--- src/rtl/bus_order_pkg.sv ---
package bus_order_pkg;
  typedef enum logic [2:0] {
    OP_READ    = 3'd0,
    OP_IO_RD   = 3'd1,
    OP_IO_WR   = 3'd2,
    OP_LK_XCHG = 3'd3,
    OP_LK_ADD  = 3'd4
  } op_kind_e;

  typedef enum logic [2:0] {
    CYC_NONE,
    CYC_WBUF,
    CYC_READ,
    CYC_IO,
    CYC_LK_RD,
    CYC_LK_WR
  } cyc_e;
endpackage

--- src/rtl/bo_wbuf.sv ---
module bo_wbuf #(
  parameter int AW    = 16,
  parameter int DW    = 32,
  parameter int DEPTH = 4
) (
  input  logic          clk_i,
  input  logic          rst_ni,
  input  logic          push_i,
  input  logic [AW-1:0] addr_i,
  input  logic [DW-1:0] data_i,
  input  logic          hit_i,
  input  logic          pop_i,
  output logic          empty_o,
  output logic          full_o,
  output logic          all_hits_o,
  output logic [AW-1:0] head_addr_o,
  output logic [DW-1:0] head_data_o
);
  localparam int PW = (DEPTH > 1) ? $clog2(DEPTH) : 1;
  localparam int CW = $clog2(DEPTH + 1);

  logic [AW-1:0] addr_q [DEPTH];
  logic [DW-1:0] data_q [DEPTH];
  logic [DEPTH-1:0] hit_q;
  logic [PW-1:0] wp_q, rp_q;
  logic [CW-1:0] cnt_q, miss_q;
  logic push_ok, pop_ok, push_miss, pop_miss;

  function automatic logic [PW-1:0] ptr_inc(input logic [PW-1:0] p);
    return (p == PW'(DEPTH - 1)) ? '0 : p + PW'(1);
  endfunction

  assign empty_o    = (cnt_q == '0);
  assign full_o     = (cnt_q == CW'(DEPTH));
  assign all_hits_o = (miss_q == '0);
  assign push_ok    = push_i && !full_o;
  assign pop_ok     = pop_i && !empty_o;
  assign push_miss  = push_ok && !hit_i;
  assign pop_miss   = pop_ok && !hit_q[rp_q];
  assign head_addr_o = addr_q[rp_q];
  assign head_data_o = data_q[rp_q];

  // storage entries carry no reset; validity is tracked by cnt_q
  for (genvar g = 0; g < DEPTH; g++) begin : g_ent
    always_ff @(posedge clk_i) begin
      if (push_ok && wp_q == PW'(g)) begin
        addr_q[g] <= addr_i;
        data_q[g] <= data_i;
        hit_q[g]  <= hit_i;
      end
    end
  end

  always_ff @(posedge clk_i or negedge rst_ni) begin
    if (!rst_ni) begin
      wp_q   <= '0;
      rp_q   <= '0;
      cnt_q  <= '0;
      miss_q <= '0;
    end else begin
      if (push_ok) wp_q <= ptr_inc(wp_q);
      if (pop_ok)  rp_q <= ptr_inc(rp_q);
      case ({push_ok, pop_ok})
        2'b10:   cnt_q <= cnt_q + CW'(1);
        2'b01:   cnt_q <= cnt_q - CW'(1);
        default: cnt_q <= cnt_q;
      endcase
      case ({push_miss, pop_miss})
        2'b10:   miss_q <= miss_q + CW'(1);
        2'b01:   miss_q <= miss_q - CW'(1);
        default: miss_q <= miss_q;
      endcase
    end
  end
endmodule

--- src/rtl/bo_pick.sv ---
module bo_pick
  import bus_order_pkg::*;
(
  input  logic     op_vld_i,
  input  op_kind_e op_kind_i,
  input  logic     wb_empty_i,
  input  logic     wb_all_hits_i,
  input  logic     lk_wr_i,
  output cyc_e     cyc_o
);
  always_comb begin
    cyc_o = CYC_NONE;
    if (lk_wr_i) begin
      cyc_o = CYC_LK_WR;
    end else if (op_vld_i) begin
      unique case (op_kind_i)
        OP_READ:              cyc_o = (wb_empty_i || wb_all_hits_i) ? CYC_READ : CYC_WBUF;
        OP_IO_RD, OP_IO_WR:   cyc_o = wb_empty_i ? CYC_IO : CYC_WBUF;
        OP_LK_XCHG, OP_LK_ADD: cyc_o = wb_empty_i ? CYC_LK_RD : CYC_WBUF;
        default:              cyc_o = wb_empty_i ? CYC_NONE : CYC_WBUF;
      endcase
    end else if (!wb_empty_i) begin
      cyc_o = CYC_WBUF;
    end
  end
endmodule

--- src/rtl/bo_lock.sv ---
module bo_lock #(
  parameter int DW = 32
) (
  input  logic          clk_i,
  input  logic          rst_ni,
  input  logic          rd_done_i,
  input  logic          wr_done_i,
  input  logic [DW-1:0] rdata_i,
  input  logic          add_i,
  input  logic [DW-1:0] operand_i,
  output logic          wr_phase_o,
  output logic [DW-1:0] old_o,
  output logic [DW-1:0] wdata_o
);
  logic          wr_q;
  logic [DW-1:0] old_q;

  always_ff @(posedge clk_i or negedge rst_ni) begin
    if (!rst_ni) begin
      wr_q  <= 1'b0;
      old_q <= '0;
    end else if (rd_done_i) begin
      wr_q  <= 1'b1;
      old_q <= rdata_i;
    end else if (wr_done_i) begin
      wr_q  <= 1'b0;
    end
  end

  assign wr_phase_o = wr_q;
  assign old_o      = old_q;
  assign wdata_o    = add_i ? old_q + operand_i : operand_i;
endmodule

--- src/rtl/bus_order_arb.sv ---
module bus_order_arb
  import bus_order_pkg::*;
#(
  parameter int AW    = 16,
  parameter int DW    = 32,
  parameter int DEPTH = 4
) (
  input  logic          clk_i,
  input  logic          rst_ni,
  input  logic          wr_push_i,
  input  logic [AW-1:0] wr_addr_i,
  input  logic [DW-1:0] wr_data_i,
  input  logic          wr_hit_i,
  output logic          wr_rdy_o,
  input  logic          op_req_i,
  input  logic [2:0]    op_kind_i,
  input  logic [AW-1:0] op_addr_i,
  input  logic [DW-1:0] op_wdata_i,
  output logic          op_done_o,
  output logic [DW-1:0] op_rdata_o,
  output logic          bus_req_o,
  output logic          bus_we_o,
  output logic          bus_io_o,
  output logic          bus_lock_o,
  output logic [AW-1:0] bus_addr_o,
  output logic [DW-1:0] bus_wdata_o,
  input  logic          bus_gnt_i,
  input  logic [DW-1:0] bus_rdata_i
);
  op_kind_e      kind;
  cyc_e          cyc;
  logic          wb_empty, wb_full, wb_all_hits, wb_pop;
  logic [AW-1:0] wb_addr;
  logic [DW-1:0] wb_data;
  logic          op_vld, lk_wr, lk_add;
  logic [DW-1:0] lk_old, lk_wdata;
  logic          done_q;
  logic [DW-1:0] rdata_q;
  logic          granted, finish;

  assign kind    = op_kind_e'(op_kind_i);
  assign op_vld  = op_req_i && !done_q;  // request already served this cycle
  assign granted = bus_req_o && bus_gnt_i;
  assign wb_pop  = granted && (cyc == CYC_WBUF);
  assign lk_add  = (kind == OP_LK_ADD);
  assign finish  = granted && (cyc == CYC_READ || cyc == CYC_IO || cyc == CYC_LK_WR);

  bo_wbuf #(.AW(AW), .DW(DW), .DEPTH(DEPTH)) u_wbuf (
    .clk_i       (clk_i),
    .rst_ni      (rst_ni),
    .push_i      (wr_push_i),
    .addr_i      (wr_addr_i),
    .data_i      (wr_data_i),
    .hit_i       (wr_hit_i),
    .pop_i       (wb_pop),
    .empty_o     (wb_empty),
    .full_o      (wb_full),
    .all_hits_o  (wb_all_hits),
    .head_addr_o (wb_addr),
    .head_data_o (wb_data)
  );

  bo_pick u_pick (
    .op_vld_i      (op_vld),
    .op_kind_i     (kind),
    .wb_empty_i    (wb_empty),
    .wb_all_hits_i (wb_all_hits),
    .lk_wr_i       (lk_wr),
    .cyc_o         (cyc)
  );

  bo_lock #(.DW(DW)) u_lock (
    .clk_i      (clk_i),
    .rst_ni     (rst_ni),
    .rd_done_i  (granted && cyc == CYC_LK_RD),
    .wr_done_i  (granted && cyc == CYC_LK_WR),
    .rdata_i    (bus_rdata_i),
    .add_i      (lk_add),
    .operand_i  (op_wdata_i),
    .wr_phase_o (lk_wr),
    .old_o      (lk_old),
    .wdata_o    (lk_wdata)
  );

  assign wr_rdy_o   = !wb_full;
  assign bus_req_o  = (cyc != CYC_NONE);
  assign bus_io_o   = (cyc == CYC_IO);
  assign bus_lock_o = (cyc == CYC_LK_RD) || (cyc == CYC_LK_WR);
  assign bus_we_o   = (cyc == CYC_WBUF) || (cyc == CYC_LK_WR) ||
                      ((cyc == CYC_IO) && (kind == OP_IO_WR));
  assign bus_addr_o = (cyc == CYC_WBUF) ? wb_addr : op_addr_i;

  always_comb begin
    unique case (cyc)
      CYC_WBUF:  bus_wdata_o = wb_data;
      CYC_LK_WR: bus_wdata_o = lk_wdata;
      CYC_IO:    bus_wdata_o = op_wdata_i;
      default:   bus_wdata_o = '0;
    endcase
  end

  always_ff @(posedge clk_i or negedge rst_ni) begin
    if (!rst_ni) begin
      done_q  <= 1'b0;
      rdata_q <= '0;
    end else begin
      done_q <= finish;
      if (finish) begin
        if (cyc == CYC_LK_WR)   rdata_q <= lk_old;
        else if (bus_we_o)      rdata_q <= '0;
        else                    rdata_q <= bus_rdata_i;
      end
    end
  end

  assign op_done_o  = done_q;
  assign op_rdata_o = rdata_q;
endmodule

--- config.mk ---
export PLATFORM = sky130hd
export DESIGN_NAME = bus_order_arb
export DESIGN_NICKNAME = d
export VERILOG_FILES = /design/src/rtl/bus_order_pkg.sv /design/src/rtl/bo_wbuf.sv /design/src/rtl/bo_pick.sv /design/src/rtl/bo_lock.sv /design/src/rtl/bus_order_arb.sv
export SDC_FILE = /design/constraint.sdc
export NUM_CORES = 1
export LEC_CHECK = 0
export BUFFER_PORTS_ARGS = -buffer_cell sky130_fd_sc_hd__buf_2
export CAP_MARGIN = 20
export CORE_MARGIN = 2
export CORE_UTILIZATION = 45
export DETAILED_ROUTE_END_ITERATION = 16
export GPL_TIMING_DRIVEN = 0
export PLACE_DENSITY = 0.69
export SLEW_MARGIN = 25
export SYNTH_ARGS = -nofsm -noshare
export SYNTH_HDL_FRONTEND = slang
export SYNTH_SLANG_ARGS = --single-unit
--- constraint.sdc ---
create_clock -name clk_i -period 3 [get_ports clk_i]
set_clock_uncertainty 0.15 [all_clocks]
set_input_delay 0.15 -clock clk_i [delete_from_list [all_inputs] [get_ports clk_i]]
set_output_delay 0.15 -clock clk_i [all_outputs]
set_load 0.05 [all_outputs]
======== Word-level counts from Yosys, hierarchy flattened ========
Memory sizes are Yosys's and may differ from the RTL's.
Index checks and enable logic that the tools add are counted.
W data, S select, Z words.
word-level totals
  bits in registers ....................... 80
  memories ................................ 2
  memory bits (writable) .................. 192
operators by class
  eq/ne operators ......................... 18
  reduce and logical (&&, ||, !) cells .... 42
  $lt $le $gt $ge ......................... 1
  $add $sub $neg .......................... 7
  mux-type cells .......................... 46
memories
  memory         depth  bits a word  rd ports  clocked after Yosys merged registers in  wr ports  RTL line       source
  u_wbuf.data_q  4      32           1         0                                        1         bo_wbuf.sv:23  logic [DW-1:0] data_q [DEPTH];
  u_wbuf.addr_q  4      16           1         0                                        1         bo_wbuf.sv:22  logic [AW-1:0] addr_q [DEPTH];
operators with widths
  kind                   count
  $mux W32               6
  $pmux W32 S3           1
  $reduce_or A32 Y1      3
  $mux W16               4
  $reduce_or A16 Y1      3
  $add A32 B32 Y32       1
  $mux W2                10
  $mux W1                18
  $logic_and A1 B1 Y1    15
  $eq A3 B2 Y1 const B   4
  $eq A3 B3 Y1 const B   4
  $pmux W3 S2            2
  $eq A2 B2 Y1 const B   5
  $logic_not A3 Y1       3
  $mux W3                3
  $pmux W3 S3            1
  $add A3 B1 Y3 const B  2
  $eq A2 B1 Y1 const B   3
  $eq A3 B1 Y1 const B   2
  $logic_or A1 B1 Y1     6
  $reduce_bool A2 Y1     3
  $sub A3 B1 Y3 const B  2
  $logic_not A1 Y1       5
  $add A2 B1 Y2 const B  2
  other kinds (5)        6

======== Longest topological paths before layout ========
  depth in word-level cells ............... 13
  gate-level depth with buffers ........... 14
  gate-level depth less buffers ........... 14

======== By module ========
A second synthesis with hierarchy kept.
second synthesis, totals
  cells, all modules ...................... 1060
  area total of the unflattened synthesis .. 14483.9 um^2
modules (own cells, without submodules)
  module         times used  cells an instance  area an instance (um^2)
  bo_wbuf        1           314                7771.2
  bus_order_arb  1           396                3385.7
  bo_lock        1           335                3228.1
  bo_pick        1           15                 98.8

======== Least setup slack after synthesis ========
No wires, ideal clock.
  path type ............................... register to output
  from .................................... register u_lock.old_q[0], in the netlist u_lock.old_o[0]
  to ...................................... output port bus_wdata_o[28]
  arrival time ............................ 3.397 ns
  path buffers ............................ 0
  stages on the path, launching flop included .. 13
  slack ................................... -0.697 ns
  cell sequence ........................... dfrtp_1 > ha_1 > inv_1 > fa_1 > and2b_1 > o2111ai_1 > and4b_1 > nor4_1 > nor2_1 > o21ai_1 > a31oi_1 > xor2_1 > o21ai_0
between the ends
  cells in the longest elaborated chain, start to end .. 3
RTL lines
  element                 RTL line             source
  from (decl)             bo_lock.sv:16        logic [DW-1:0] old_q;
  from (signal assigned)  bo_lock.sv:24        old_q <= rdata_i;
  $add A32 B32 Y32        bo_lock.sv:32        assign wdata_o = add_i ? old_q + operand_i : operand_i;
  $mux W32                bo_lock.sv:32
  $pmux W32 S3            bus_order_arb.sv:94  unique case (cyc)
  to (decl)               bus_order_arb.sv:26  output logic [DW-1:0] bus_wdata_o,
No other way between the ends.

======== Worst setup path in the final report ========
Ends and elaborated chain as after synthesis.

==> impl_metrics.ini <==
[critical_path]
critical_path_required_ns = 2.70
critPathLaunchType = flip-flop
path_class = flip-flop to output pin
worst-endpoint-arrival_ns = 3.52
crit_path_end_kind = output pin
cp_max_fo = 3
crit_start = u_lock.old_o[0]$_DFFE_PN0P_
reg_to_reg_startpoint = op_done_o$_DFF_PN0_

[job]
drv.max_cap_violation_count = 0

[power]
power_density_nw_per_um2 = 1100
highest_ir_drop_seen_on_vdd_uv = 782
power.leakage_uw = 0.00732
post-layout-total-power_uw = 20100

[timing]
unrepaired_setup_endpoints_after_global_routing = true
final.setup.tns_ns = -18.34
timing.final.crit_period_ns = 3.82
setup_viol_count_final = 53
tightest_slew_ns = 0.912
finalMaxSlewViolations = 0
hold-worst-slack_ns = 0.196
layout_setup_ws_ns = -0.818
achievable-frequency_mhz = 262
final_min_period_over_clock_period_pct = 127
hold_viol_final = 0
worst_rel_slew_slack_pct = 39.2

[routing]
post_drt_wl_per_cell_um = 21.1
violation_count_after_the_first_detailed_route_iteration = 722
route.vias.total = 9564
drt_first_pass_iters = 5
vias_per_cell = 5.60
drc_errors = 0
drtAntennaViolNets = 0
route.final.wire_length_um = 36100

[clock_tree]
clock_path_buffers = 3
worst_skew_pair.late_latency_ns = 0.56
clock_sinks = 272
tritoncts = done
clock_tree.htree_level_count = 1
clkTransAtPathRegs_ns = 0.06
cts_root_buffer = sky130_fd_sc_hd__clkbuf_16
tritoncts.num_buffers = 29

[worst_hold_path]
hold_start = wr_data_i[12]
worstHoldPathType = input pin to flip-flop

[synth]
synth_enable_flop_cells = 196
ys_seq_elements = 272
synth_area_per_cell_um2 = 14.3
synth.net_count = 1076
yosysSeqAreaShare_pct = 60.6
synthesis.area_um2 = 12900
synth.lib_cells_used.distinct = 66
netlist_instances = 898
asyncSetResetFlopFracSynth_pct = 27.9
synth-warning-count = 0
synth_flop_cell = sky130_fd_sc_hd__edfxtp_1

[place]
dpl.hpwl_um = 24000
detailedPlace.worstSlack_ns = -0.574
port-buffer-count = 222
routabilityCongestion = 0.874
placedInstanceArea_um2 = 14600

[final_layout]
area_growth_syn_to_layout_pct = 42.2
drive_gt1_share_pct = 44.6
postLayoutCellArea_um2 = 18300
finish.net_count = 1488
fillerInstances = 2032

[grt]
pin_count_of_the_biggest_net_entering_global_routing = 47
grt_pass1_vias = 9777
overflow = 0
grtUsageTotal_pct = 23.4
grt_antenna_before_repair = 4
grt_pass1_wl_um = 54800

[floorplanning]
core_area_um2 = 27900
row_count = 61
die_y_um = 173
fp.dieArea_um2 = 29900
boundaryPins = 223
dieWidth_um = 173
floorplan.initialDensity_pct = 46.0

[outcome]
violated_checks = setup timing
run_status = complete, but fails checks
==> through the flow <==
stage / cells / util (%)
after floorplan: 898 / -
after global placement: 1498 / 51.9
after detailed placement: 1503 / 52.4
after CTS: 1682 / 63.2
after global routing: 1708 / 65.4
final: 1708 / 65.4
==> state kept, by name, indices dropped and copies added, names as in the netlist <==
| signal | cells |
|---|---|
| op_done_o | 1 |
| u_wbuf.addr_q | 64 |
| u_wbuf.hit_q | 4 |
| u_wbuf.cnt_q | 3 |
| u_wbuf.rp_q | 2 |
| u_wbuf.miss_q | 3 |
| u_lock.old_o | 32 |
| u_wbuf.data_q | 128 |
| op_rdata_o | 32 |
| u_lock.wr_phase_o | 1 |
| u_wbuf.wp_q | 2 |
==> report_power, final <==
part / internal (uW) / switching, uW
sequential: 5030 / 455
clock: 2030 / 1440
combinational: 4540 / 6570
total: 11600 / 8460
==> final timing paths <==
check,to,slack (ns),depth (start not counted)
setup / recovery,bus_wdata_o[28],-0.82,14
hold / removal,u_wbuf.data_q[1][12]$_DFFE_PP_,0.20,2
hold reg to reg,u_wbuf.miss_q[2]$_DFFE_PN0P_,0.34,1
min in group asynchronous,op_rdata_o[21]$_DFFE_PN0P_,0.51,4
max in group asynchronous,u_wbuf.cnt_q[1]$_DFFE_PN0P_,1.92,4
setup reg to reg,u_wbuf.miss_q[2]$_DFFE_PN0P_,-0.22,19
==> cells in the final DEF, fill, tap and decap left out, types with 13 or more instances in the layout <==
cell type	synthesis	routed
sky130_fd_sc_hd__clkbuf_16	0	29
sky130_fd_sc_hd__clkbuf_1	23	20
sky130_fd_sc_hd__ha_1	38	15
sky130_fd_sc_hd__mux2_2	49	35
sky130_fd_sc_hd__a21oi_1	56	52
sky130_fd_sc_hd__mux2_4	0	14
sky130_fd_sc_hd__a22oi_1	54	51
sky130_fd_sc_hd__nand2_1	42	38
sky130_fd_sc_hd__a21o_1	17	16
sky130_fd_sc_hd__inv_1	23	20
sky130_fd_sc_hd__buf_8	0	13
sky130_fd_sc_hd__dfrtp_1	76	68
sky130_fd_sc_hd__o21ai_0	33	13
sky130_fd_sc_hd__buf_2	12	179
sky130_fd_sc_hd__buf_6	4	64
sky130_fd_sc_hd__buf_4	6	56
sky130_fd_sc_hd__edfxtp_1	196	196
sky130_fd_sc_hd__nor2_1	63	59
sky130_fd_sc_hd__mux4_2	49	49
sky130_fd_sc_hd__dlygate4sd3_1	0	85
sky130_fd_sc_hd__ha_4	0	22
==> worst max-delay path: stages (launching register included) <==
cell,delay (ns)
sky130_fd_sc_hd__dfrtp_1,0.42
sky130_fd_sc_hd__ha_2,0.22
sky130_fd_sc_hd__inv_2,0.04
sky130_fd_sc_hd__fa_2,0.32
sky130_fd_sc_hd__and2b_2,0.24
sky130_fd_sc_hd__o2111ai_2,0.12
sky130_fd_sc_hd__and4b_2,0.28
sky130_fd_sc_hd__nor4_4,0.23
sky130_fd_sc_hd__nor2_4,0.10
sky130_fd_sc_hd__o21ai_4,0.17
sky130_fd_sc_hd__buf_4,0.13
sky130_fd_sc_hd__a31oi_1,0.09
sky130_fd_sc_hd__xor2_1,0.18
sky130_fd_sc_hd__o21ai_2,0.20
sky130_fd_sc_hd__buf_6,0.19
==> what timing repair did <==
item                       in CTS  in global routing
cloned                          2                  0
setup endpoints to repair      53                 53
hold endpoints to repair      343                  0
resized for setup             231                101
pin swaps                      63                 60
buffers inserted               45                 31
hold buffers                   86                  0
==> final cells by class <==
type	instances	area (um^2)	share of cell area [%]
multi-input cells	554	5620	30.8
clock buffers	35	748	4.09
well taps	378	473	2.59
clock inverters	14	163	0.890
diodes	2	5.00	0.0274
flip-flops and latches	272	7800	42.7
plain buffers	42	272	1.49
inverters	23	88.8	0.486
repair buffers	388	3110	17.0
==> metal layers <==
metal	global-route usage [%]	vias to the layer above	part of all wire, %
met4	7.63	4	3.2
met1	30.5	4763	41
met2	39.0	367	49
met3	5.10	85	6.4
met5	0	-	0.069
li1	-	4345	-
==> synth_stat cells, types with 4 or more instances <==
| master | n | share of area [%] |
|---|---|---|
| sky130_fd_sc_hd__buf_6 | 4 | 0.35 |
| sky130_fd_sc_hd__a31oi_1 | 5 | 0.24 |
| sky130_fd_sc_hd__or3_1 | 6 | 0.29 |
| sky130_fd_sc_hd__dfrtp_1 | 76 | 15 |
| sky130_fd_sc_hd__inv_1 | 23 | 0.67 |
| sky130_fd_sc_hd__mux2_2 | 49 | 4.3 |
| sky130_fd_sc_hd__nor3_1 | 10 | 0.39 |
| sky130_fd_sc_hd__ha_1 | 38 | 3.7 |
| sky130_fd_sc_hd__o21ai_1 | 8 | 0.31 |
| sky130_fd_sc_hd__buf_2 | 12 | 0.47 |
| sky130_fd_sc_hd__o31ai_1 | 6 | 0.35 |
| sky130_fd_sc_hd__edfxtp_1 | 196 | 46 |
| sky130_fd_sc_hd__nor2_1 | 63 | 1.8 |
| sky130_fd_sc_hd__a222oi_1 | 4 | 0.31 |
| sky130_fd_sc_hd__a21oi_1 | 56 | 2.2 |
| sky130_fd_sc_hd__and3_1 | 8 | 0.39 |
| sky130_fd_sc_hd__clkbuf_1 | 23 | 0.67 |
| sky130_fd_sc_hd__nand3_1 | 4 | 0.16 |
| sky130_fd_sc_hd__nand2_1 | 42 | 1.2 |
| sky130_fd_sc_hd__xor2_1 | 13 | 0.89 |
| sky130_fd_sc_hd__a22oi_1 | 54 | 3.2 |
| sky130_fd_sc_hd__o21ai_0 | 33 | 1.3 |
| sky130_fd_sc_hd__a221o_1 | 6 | 0.47 |
| sky130_fd_sc_hd__buf_1 | 4 | 0.12 |
| sky130_fd_sc_hd__buf_4 | 6 | 0.35 |
| sky130_fd_sc_hd__a211oi_1 | 5 | 0.29 |
| sky130_fd_sc_hd__nor2b_1 | 9 | 0.44 |
| sky130_fd_sc_hd__a21o_1 | 17 | 0.99 |
| sky130_fd_sc_hd__xnor2_1 | 15 | 1.0 |
| sky130_fd_sc_hd__nand4_1 | 5 | 0.24 |
| sky130_fd_sc_hd__mux4_2 | 49 | 8.6 |
==> kinds of logic (layout without fill, tap and decap cells) <==
group                    after synthesis  in the layout  share of synthesized area [%]
multiplexers                         102            102                           13.2
flip-flops                           272            272                           60.6
AO/OA/AOI/OAI                        219            219                           11.4
adder cells (fa/ha/maj)               41             41                           4.17
other                                  0              2                              0
XOR/XNOR                              28             28                           1.91
AND/OR/NAND/NOR                      164            164                           6.13
buffers and inverters                 72            502                           2.63
(Power assumes the default switching activity.)
